$ cat src/rtl/srwp_pkg.sv
// Package: shared types and bit positions for the status write-protection unit.
// Assumes an 8-bit status byte whose lock, span and latch bits sit at fixed
// positions that the command decoder and readback path also rely on.
package srwp_pkg;

    localparam int STS_W      = 8;
    localparam int POS_LOCK   = 7;
    localparam int POS_SPAN_H = 3;
    localparam int POS_SPAN_L = 2;
    localparam int POS_WEL    = 1;

    // Span of the fenced region at the top of the address space.
    typedef enum logic [1:0] {
        SPAN_NONE    = 2'b00,
        SPAN_QUARTER = 2'b01,
        SPAN_HALF    = 2'b10,
        SPAN_ALL     = 2'b11
    } span_e;

    // Field view of the status byte, MSB first.
    typedef struct packed {
        logic       lock;
        logic [2:0] spare_hi;
        span_e      span;
        logic       wel;
        logic       spare_lo;
    } status_t;

endpackage

$ cat src/rtl/srwp_wel_latch.sv
// Module: write-enable latch.
// Holds the volatile enable bit. Set and clear arrive as single-cycle pulses;
// clear has priority. Both resets clear the bit.
module srwp_wel_latch (
    input  logic clk,
    input  logic por_n,
    input  logic rst_n,
    input  logic set_i,
    input  logic clr_i,
    output logic wel_o
);

    logic wel_q;

    // Update the latch: resets, then clear, then set.
    always_ff @(posedge clk) begin
        if (!por_n || !rst_n) begin
            wel_q <= 1'b0;
        end else if (clr_i) begin
            wel_q <= 1'b0;
        end else if (set_i) begin
            wel_q <= 1'b1;
        end
    end

    assign wel_o = wel_q;

endmodule

$ cat src/rtl/srwp_nv_store.sv
// Module: retained status bits.
// Models the non-volatile cells of the status byte: every bit except the
// write-enable position. Only the power-on reset clears them. The write enable
// must already carry the permission decision. The enable-latch position reads
// as zero here; the top merges the live latch in.
module srwp_nv_store #(
    parameter int WIDTH    = 8,
    parameter int SKIP_POS = 1
) (
    input  logic             clk,
    input  logic             por_n,
    input  logic             wr_en_i,
    input  logic [WIDTH-1:0] wr_data_i,
    output logic [WIDTH-1:0] bits_o
);

    for (genvar gi = 0; gi < WIDTH; gi++) begin : g_bit
        if (gi == SKIP_POS) begin : g_hole
            // The enable-latch position is not stored here.
            assign bits_o[gi] = 1'b0;
        end else begin : g_cell
            logic cell_q;
            // One retained cell: cleared by power-on only, loaded on accepted writes.
            always_ff @(posedge clk) begin
                if (!por_n) begin
                    cell_q <= 1'b0;
                end else if (wr_en_i) begin
                    cell_q <= wr_data_i[gi];
                end
            end
            assign bits_o[gi] = cell_q;
        end
    end

endmodule

$ cat src/rtl/srwp_wp_sample.sv
// Module: write-protect pin capture.
// Samples the external pin level only at the start of a transaction, so a
// pin change in the middle of a transaction is not seen until the next one.
// It resets to low, the protective level.
module srwp_wp_sample (
    input  logic clk,
    input  logic por_n,
    input  logic rst_n,
    input  logic cs_fall_i,
    input  logic wp_pin_i,
    output logic wp_o
);

    logic wp_q;

    // Capture the pin at each transaction start.
    always_ff @(posedge clk) begin
        if (!por_n || !rst_n) begin
            wp_q <= 1'b0;
        end else if (cs_fall_i) begin
            wp_q <= wp_pin_i;
        end
    end

    assign wp_o = wp_q;

endmodule

$ cat src/rtl/srwp_region_decode.sv
// Module: fenced-region decoder.
// Flags an address that falls inside the fence chosen by the span code.
// Quarter and half fences are aligned to the top of the address space, so
// only the top one or two address bits are compared. Purely combinational.
module srwp_region_decode
    import srwp_pkg::*;
#(
    parameter int ADDR_W = 17
) (
    input  logic [ADDR_W-1:0] addr_i,
    input  span_e             span_i,
    output logic              fenced_o
);

    localparam int TOP = ADDR_W - 1;

    logic in_top_half;
    logic in_top_quarter;

    assign in_top_half    = addr_i[TOP];
    assign in_top_quarter = addr_i[TOP] & addr_i[TOP-1];

    // Select the fence test for the current span code.
    always_comb begin
        unique case (span_i)
            SPAN_NONE:    fenced_o = 1'b0;
            SPAN_QUARTER: fenced_o = in_top_quarter;
            SPAN_HALF:    fenced_o = in_top_half;
            SPAN_ALL:     fenced_o = 1'b1;
            default:      fenced_o = 1'b1;
        endcase
    end

endmodule

$ cat src/rtl/srwp_unit.sv
// Module: status register write-protection unit (top).
// Combines the enable latch, the retained status bits, the captured pin level
// and the region decoder into readback and the two permission flags. Assumes
// command pulses are one cycle wide and already decoded. A status write is
// judged on the state before the edge, so it takes effect in the next cycle.
module srwp_unit
    import srwp_pkg::*;
#(
    parameter int ADDR_W = 17
) (
    input  logic              clk,
    input  logic              por_n,
    input  logic              rst_n,
    input  logic              wen_set,
    input  logic              wen_clr,
    input  logic              sts_wr_req,
    input  logic [STS_W-1:0]  sts_wr_data,
    input  logic              wp_pin,
    input  logic              cs_fall,
    input  logic [ADDR_W-1:0] addr,
    output logic [STS_W-1:0]  status_o,
    output logic              mem_wr_ok,
    output logic              sts_wr_ok
);

    logic             wel;
    logic             wp_s;
    logic             fenced;
    logic             sts_commit;
    logic [STS_W-1:0] nv_bits;
    status_t          sts_view;

    srwp_wel_latch u_wel (
        .clk   (clk),
        .por_n (por_n),
        .rst_n (rst_n),
        .set_i (wen_set),
        .clr_i (wen_clr),
        .wel_o (wel)
    );

    srwp_wp_sample u_wp (
        .clk       (clk),
        .por_n     (por_n),
        .rst_n     (rst_n),
        .cs_fall_i (cs_fall),
        .wp_pin_i  (wp_pin),
        .wp_o      (wp_s)
    );

    srwp_nv_store #(
        .WIDTH    (STS_W),
        .SKIP_POS (POS_WEL)
    ) u_nv (
        .clk       (clk),
        .por_n     (por_n),
        .wr_en_i   (sts_commit),
        .wr_data_i (sts_wr_data),
        .bits_o    (nv_bits)
    );

    // Merge the retained bits with the live enable latch into the readback byte.
    always_comb begin
        status_o          = nv_bits;
        status_o[POS_WEL] = wel;
        sts_view          = status_t'(status_o);
    end

    srwp_region_decode #(
        .ADDR_W (ADDR_W)
    ) u_region (
        .addr_i   (addr),
        .span_i   (sts_view.span),
        .fenced_o (fenced)
    );

    // Status byte is writable with the latch set and either unlocked or pin high.
    assign sts_wr_ok  = wel & (~sts_view.lock | wp_s);
    // An accepted write commits unless a soft reset is active this cycle.
    assign sts_commit = sts_wr_req & sts_wr_ok & rst_n;
    // A data write needs the latch and an address outside the fence.
    assign mem_wr_ok  = wel & ~fenced;

endmodule

$ cat config.mk
export PLATFORM = sky130hd
export DESIGN_NAME = srwp_unit
export DESIGN_NICKNAME = d
export VERILOG_FILES = /design/src/rtl/srwp_pkg.sv /design/src/rtl/srwp_wel_latch.sv /design/src/rtl/srwp_nv_store.sv /design/src/rtl/srwp_wp_sample.sv /design/src/rtl/srwp_region_decode.sv /design/src/rtl/srwp_unit.sv
export SDC_FILE = /design/constraint.sdc
export NUM_CORES = 1
export LEC_CHECK = 0
export ABC_AREA = 1
export BUFFER_PORTS_ARGS = -buffer_cell sky130_fd_sc_hd__buf_2
export CAP_MARGIN = 20
export CORE_MARGIN = 2
export CORE_UTILIZATION = 35
export CTS_CLUSTER_SIZE = 40
export DETAILED_ROUTE_END_ITERATION = 16
export GPL_ROUTABILITY_DRIVEN = 0
export PLACE_DENSITY = 0.72
export SLEW_MARGIN = 30
export SYNTH_ARGS = -nofsm -noshare
export SYNTH_HDL_FRONTEND = slang
export SYNTH_SLANG_ARGS = --single-unit
$ cat constraint.sdc
create_clock -name clk -period 2.5 [get_ports clk]
set_input_delay 0.375 -clock clk [delete_from_list [all_inputs] [get_ports clk]]
set_output_delay 0.375 -clock clk [all_outputs]
set_load 0.01 [all_outputs]
=== Yosys cells after proc, flatten, opt, wreduce, memory -nomap -nowiden ===
Cells that the tools add are included.

* Register bits after elaboration: 9

* Equality and inequality tests: 3
* Mux-type cells: 1
* Bitwise logic cells: 8
* Reduce and logical (&&, ||, !) cells: 5

{| class="wikitable"
|+ Operators with widths
! kind !! count
|-
| $and 1x1->1 || 5
|-
| $eq 2x2->1 const B || 2
|-
| $pmux 1 s4 || 1
|-
| $eq 2x1->1 const B || 1
|-
| $logic_not 1->1 || 2
|-
| $logic_not 2->1 || 1
|-
| $not 1->1 || 2
|-
| $reduce_or 2->1 || 1
|-
| $logic_or 1x1->1 || 1
|-
| $or 1x1->1 || 1
|}

=== Longest topological paths before layout ===
Gate-level depths: netlist of the first run.

* Depth after elaboration: 5
* Depth in mapped cells: 6
* Mapped depth without buffers: 6

=== Cells and area by module ===
Synthesis of the first run repeated with hierarchy kept, for this count alone.

* Cell total of the unflattened synthesis: 77
* Area, all modules: 490.5 um2

{| class="wikitable"
|+ By module, submodules not included
! module !! times used !! cells an instance !! area each (um2) !! seq. area each (um2)
|-
| srwp_nv_store || 1 || 52 || 346.6 || 140.1
|-
| srwp_wp_sample || 1 || 8 || 48.8 || 20.0
|-
| srwp_unit || 1 || 9 || 45.0 || 0.0
|-
| srwp_wel_latch || 1 || 5 || 36.3 || 20.0
|-
| srwp_region_decode || 1 || 3 || 13.8 || 0.0
|}

=== Worst setup path before layout of the first run ===
OpenSTA, ideal clock, no wires.

* Path type: reg-to-output
* Start: register u_wel.wel_q, in the netlist u_wel.wel_o
* End: output sts_wr_ok
* Arrival: 780 ps
* Required time: 2,125 ps
* Setup slack: 1,345 ps
* Cell stages (with the launch flop): 3
* Cells stage by stage: dfxtp_1 -> buf_4 -> a21boi_1

* Longest elaborated chain between the ends: 1

{| class="wikitable"
|+ Ends and longest elaborated chain
! element !! RTL line !! text
|-
| start, declared || srwp_wel_latch.sv:13 || <nowiki>logic wel_q;</nowiki>
|-
| start signal, assigned || srwp_wel_latch.sv:18 || <nowiki>wel_q <= 1'b0;</nowiki>
|-
| start signal, assigned || srwp_wel_latch.sv:20 || <nowiki>wel_q <= 1'b0;</nowiki>
|-
| start signal, assigned || srwp_wel_latch.sv:22 || <nowiki>wel_q <= 1'b1;</nowiki>
|-
| $and 1x1->1 || srwp_unit.sv:78 || <nowiki>assign sts_wr_ok = wel & (~sts_view.lock | wp_s);</nowiki>
|-
| end, declared || srwp_unit.sv:23 || <nowiki>output logic sts_wr_ok</nowiki>
|}

Every way passes these cells.

=== Final worst setup path of the first run ===
Ends and elaborated chain as after synthesis.

==> flow_summary.json, run 1 <==
{
  "status": "complete, no violations",
  "worstHoldStart": "wen_clr",
  "netlist_area_um2": 556,
  "synth.distinct_cells": 19,
  "postLayoutCellArea_um2": 659,
  "ios": 43,
  "hold_violations": 0,
  "drtIter0Drc": 6,
  "synthCells": 83,
  "grt_pass1_wl_um": 1790,
  "worstSkewPairLatency_ns": 0.27,
  "clkTransAtPathRegs_ns": 0.07,
  "cp-start-kind": "flip-flop",
  "leakage_uw": 0.000353,
  "synth_area_per_cell_um2": 6.69,
  "dieHeight_um": 43.8,
  "layout_commonest_cell": "buf_2",
  "slew_violations": 0,
  "synth-seq-cells": 9,
  "dp.final_hpwl_um": 752,
  "cts_max_path_buffers": 2,
  "cts_resized": 0,
  "layout-drive-gt1-share": 0.340,
  "worstHoldPathCells": 2,
  "vias": 500,
  "avgRoutedWirePerCell_um": 8.28,
  "antenna_found_initial": 0,
  "fin_skew_ns": 0.00945,
  "clock_sinks": 9,
  "postRouteAntennaNets": 0,
  "core_area_um2": 1490,
  "maxCapViolCount": 0,
  "num_rows": 14,
  "seq_area_um2": 180,
  "drt_pre_antenna_iters": 4,
  "cts_buffers": 3,
  "nets": 137,
  "r2r-start": "u_wel.wel_o",
  "syn-num-nets": 116,
  "die-area_um2": 1920,
  "gr-total-overflow": 0,
  "n_antenna_cell": 0,
  "p_total_uw": 302,
  "ys_seq_area_frac": 0.324,
  "grt_usage": 0.124,
  "fillers": 148,
  "port_buffers": 26,
  "htreeDepth": 1,
  "grt_pass1_vias": 468,
  "hp-class": "in -> reg",
  "via_per_inst": 4.20,
  "yosysWarnings": 0,
  "grt_max_degree": 13,
  "final_cell_mix": "buf_2, inv_1, nand2_1, nor2_1, dfxtp_1",
  "post-place-ws_ns": 1.23,
  "vdd_drop_max_v": 0.000211,
  "path_class": "reg -> out",
  "slew_headroom": 0.716,
  "cts_hold_buf": 0,
  "min_period_ns": 1.57,
  "worst_pin_slew_ns": 0.425,
  "drt-total-wl_um": 985,
  "start_util": 0.373,
  "period_share": 0.628,
  "end_kind": "output port",
  "setup_viol": 0,
  "r2r_cells": 4,
  "timing.rr.end": "u_nv.g_bit[0].g_cell.cell_q",
  "hold_end": "u_wel.wel_o",
  "r2r_setup_slack_ns": 1.48,
  "syn_to_final_growth_pct": 18.7,
  "setup_ws_ns": 0.931,
  "fmax_mhz": 637,
  "rsz0062_at_grt": "no",
  "placedInstanceArea_um2": 633,
  "die_w_um": 43.8,
  "root_buffer": "clkbuf_4",
  "fin_tns_setup_ns": 0,
  "multi_input_area_um2": 211,
  "path_max_fanout": 12,
  "cp.required_ns": 2.12,
  "cp_data_arrival_time_ns": 1.19,
  "power_density_nw_per_um2": 458,
  "drc": 0,
  "cts_tree": "built",
  "post_cts_buffers": 0
}
==> per-layer routing <==
| layer | routed length [µm] | vias to the layer above | GRT usage |
|---|---|---|---|
| met5 | 0 | - | 0 |
| met4 | 16 | 0 | 0.0788 |
| met3 | 59 | 3 | 0.0292 |
| met2 | 420 | 21 | 0.179 |
| met1 | 489 | 198 | 0.164 |
| li1 | - | 278 | - |
==> synth_stat cells <==
| master | number | area, µm² |
|---|---|---|
| nor3_2 | 1 | 10.0 |
| a21oi_1 | 1 | 5.00 |
| o21ai_0 | 1 | 5.00 |
| nand3_1 | 1 | 5.00 |
| inv_2 | 1 | 3.75 |
| dfxtp_1 | 9 | 180 |
| buf_4 | 9 | 67.6 |
| buf_2 | 1 | 5.00 |
| clkinv_1 | 6 | 22.5 |
| nand2_2 | 1 | 6.26 |
| inv_1 | 15 | 56.3 |
| nand2_1 | 15 | 56.3 |
| nand4_1 | 7 | 43.8 |
| clkinv_4 | 1 | 8.76 |
| and3_1 | 1 | 6.26 |
| nor2_1 | 10 | 37.5 |
| nand2_4 | 1 | 11.3 |
| a21boi_1 | 1 | 7.51 |
| nand3_4 | 1 | 17.5 |
==> cell families after synthesis <==
kind of cell	count (synthesis)	share of synthesized area
simple gates	38	0.349
buf+inv	33	0.295
flops	9	0.324
compound gates	3	0.0315
==> through the flow <==
step	utilization	std cells	hold slack (ns)
floorplan	-	83	0.445
global placement	0.425	115	0.492
detailed placement	0.425	115	0.495
CTS	0.443	119	0.267
global route	0.443	119	0.270
finish	0.443	119	0.264
==> worst max-delay path, cell delays in order (launching register included) <==
cell and delay [ns]:
dfxtp_1 0.58, a21boi_1 0.20, buf_2 0.14
==> state kept, by name, indices dropped and copies added, names as in the netlist <==
signal                    count
u_nv.g_bit.g_cell.cell_q      7
u_wp.wp_o                     1
u_wel.wel_o                   1
==> area by class of cell <==
type | instances | area share
clock buffer | 4 | 0.0398
inverter | 23 | 0.139
multi-input combinational | 41 | 0.321
sequential | 9 | 0.273
tap | 16 | 0.0304
timing repair buffer | 26 | 0.197
==> how the worst max path moves through the flow <==
stage          slack (ns)   startpoint   endpoint  cells after the start
2_1_floorplan        1.35  u_wel.wel_o  sts_wr_ok                      2
3_3_place_gp         1.22  u_wel.wel_o  sts_wr_ok                      2
3_5_place_dp         1.23  u_wel.wel_o  sts_wr_ok                      2
4_1_cts              0.94  u_wel.wel_o  sts_wr_ok                      2
5_1_grt              0.86  u_wel.wel_o  mem_wr_ok                      2
6_report             0.93  u_wel.wel_o  sts_wr_ok                      2
==> report_power, final <==
part           total [µW]  switching [µW]  internal [µW]
registers             149            2.81            146
logic                37.3            19.5           17.8
clock network         116            54.4           61.6
(Power assumes the default switching activity.)
==> run 2: changes to the inputs <==
--- a/config.mk
+++ b/config.mk
@@ -9,11 +9,11 @@
 export BUFFER_PORTS_ARGS = -buffer_cell sky130_fd_sc_hd__buf_2
 export CAP_MARGIN = 20
 export CORE_MARGIN = 2
-export CORE_UTILIZATION = 35
+export CORE_UTILIZATION = 34
 export CTS_CLUSTER_SIZE = 40
 export DETAILED_ROUTE_END_ITERATION = 16
 export GPL_ROUTABILITY_DRIVEN = 0
-export PLACE_DENSITY = 0.72
+export PLACE_DENSITY = 0.73
 export SLEW_MARGIN = 30
 export SYNTH_ARGS = -nofsm -noshare
 export SYNTH_HDL_FRONTEND = slang
==> constraint.sdc (replaced) <==
create_clock -name clk -period 1.38 [get_ports clk]
set_input_delay 0.207 -clock clk [delete_from_list [all_inputs] [get_ports clk]]
set_output_delay 0.207 -clock clk [all_outputs]
set_load 0.01 [all_outputs]
==> flow_summary.json, run 2 (same netlist as run 1, synthesis figures left out) <==
{
  "antenna_found_initial": 0,
  "met3_length_um": 74,
  "nets": 138,
  "cts_hold_buf": 0,
  "fin_tns_setup_ns": 0,
  "grt_usage": 0.120,
  "slowest_delay_ns": 0.50,
  "via_per_inst": 4.10,
  "final_cell_mix": "buf_2, inv_1, nand2_1, nor2_1, dfxtp_1",
  "cts_tree": "built",
  "min_period_ns": 1.31,
  "dpl.cell_count": 116,
  "port_buffers": 26,
  "worst_pin_slew_ns": 0.314,
  "vias": 492,
  "postLayoutCellArea_um2": 667,
  "p_clk_frac": 0.379,
  "p_comb_frac": 0.128,
  "cts_max_path_buffers": 2,
  "clkTransAtPathRegs_ns": 0.07,
  "top_layer_used": "met4",
  "start_util": 0.365,
  "worstSkewPairLatency_ns": 0.26,
  "path_class": "reg -> out",
  "gr-total-overflow": 0,
  "leakage_uw": 0.000358,
  "critPathSlowestCell": "dfxtp_1",
  "r2r_cells": 4,
  "drt_pre_antenna_iters": 3,
  "fin_skew_ns": 0.00487,
  "drc": 0,
  "drt-total-wl_um": 1020,
  "rsz0062_at_grt": "no",
  "placedInstanceArea_um2": 641,
  "p_int_uw": 409,
  "layout-drive-gt1-share": 0.346,
  "final_core_util": 0.438,
  "hold_violations": 0,
  "grt_pass1_wl_um": 1770,
  "cts_buffers": 3,
  "setup_viol": 0,
  "final_cells": 120,
  "period_share": 0.951,
  "wl_met1_um": 481,
  "cp_cell_sequence": "a21boi_1, buf_2",
  "htreeDepth": 1,
  "dieHeight_um": 44.4,
  "cp-start-kind": "flip-flop",
  "slew_headroom": 0.790,
  "cp.required_ns": 1.17,
  "path_max_fanout": 8,
  "hp-class": "in -> reg",
  "avgRoutedWirePerCell_um": 8.50,
  "layout_commonest_cell": "buf_2",
  "power_density_nw_per_um2": 816,
  "largest_register_ffs": 7,
  "p_total_uw": 544,
  "drtIter0Drc": 12,
  "dp.final_hpwl_um": 815,
  "ios": 43,
  "cts_resized": 0,
  "num_rows": 14,
  "seqPwrFrac": 0.494,
  "die_w_um": 44.4,
  "grt_max_degree": 9,
  "worstHoldPathCells": 2,
  "root_buffer": "clkbuf_4",
  "vdd_drop_max_v": 0.000443,
  "postRouteAntennaNets": 0,
  "wl_met2_um": 455,
  "syn_to_final_growth_pct": 20.0,
  "regMostFlops": "u_nv.g_bit.g_cell.cell_q",
  "fillers": 165,
  "slew_violations": 0,
  "switchingPower_uw": 135,
  "post_cts_buffers": 0,
  "status": "complete, no violations",
  "die-area_um2": 1970,
  "fmax_mhz": 762,
  "grt_pass1_vias": 451,
  "cp_data_arrival_time_ns": 1.11,
  "clock_sinks": 9,
  "maxCapViolCount": 0,
  "end_kind": "output port",
  "p_sw_frac": 0.248,
  "n_antenna_cell": 0,
  "core_area_um2": 1520
}
==> run 2: cell types whose count changed in the layout (fill, tap and decap cells not counted), sizes merged <==
cell and delta:
buf +1
==> run 2: area by class of cell <==
class                   count  area (µm²)  share of cell area
clock buffers               4        26.3              0.0394
well taps                  16        20.0              0.0300
inverters                  23        91.3               0.137
flip-flops and latches      9         180               0.270
multi-input cells          41         211               0.317
repair buffers             27         138               0.206
==> run 2: critical path, delay by kind of cell, from the launching register on <==
kind                   cells  cell delay (ns)
AOI/OAI and AO/OA          1             0.20
DFF                        1             0.50
buffers and inverters      1             0.14
==> run 2: power groups by stage <==
stage                     clock network (µW)  logic [µW]  registers [µW]
after floorplan                            0        43.3             273
after global placement                     0        69.0             274
after detailed placement                   0        70.1             275
after CTS                                216        70.3             269
after global routing                     228        79.2             269
final                                    206        69.4             269
==> run 2: per-layer routing <==
metal	GRT usage	up-vias
met3	0.0245	2
met5	0	-
met4	0.0364	0
met1	0.147	190
li1	-	282
met2	0.209	18
==> run 2: path summary, 6_finish.rpt <==
| path | start | end | slack, ns |
|---|---|---|---|
| max | u_wel.wel_o | sts_wr_ok | 0.07 |
| min | wen_clr | u_wel.wel_o | 0.11 |
| max reg2reg | u_wel.wel_o | u_nv.g_bit[6].g_cell.cell_q | 0.37 |
| min reg2reg | u_nv.g_bit[0].g_cell.cell_q | u_nv.g_bit[0].g_cell.cell_q | 0.50 |
==> run 2: through the flow <==
stage,hold slack [ns],worst slack [ns]
final,0.106,0.0677
after global routing,0.101,0.0212
after CTS,0.101,0.0601
after detailed placement,0.379,0.353
after global placement,0.376,0.359
after floorplan,0.277,0.393
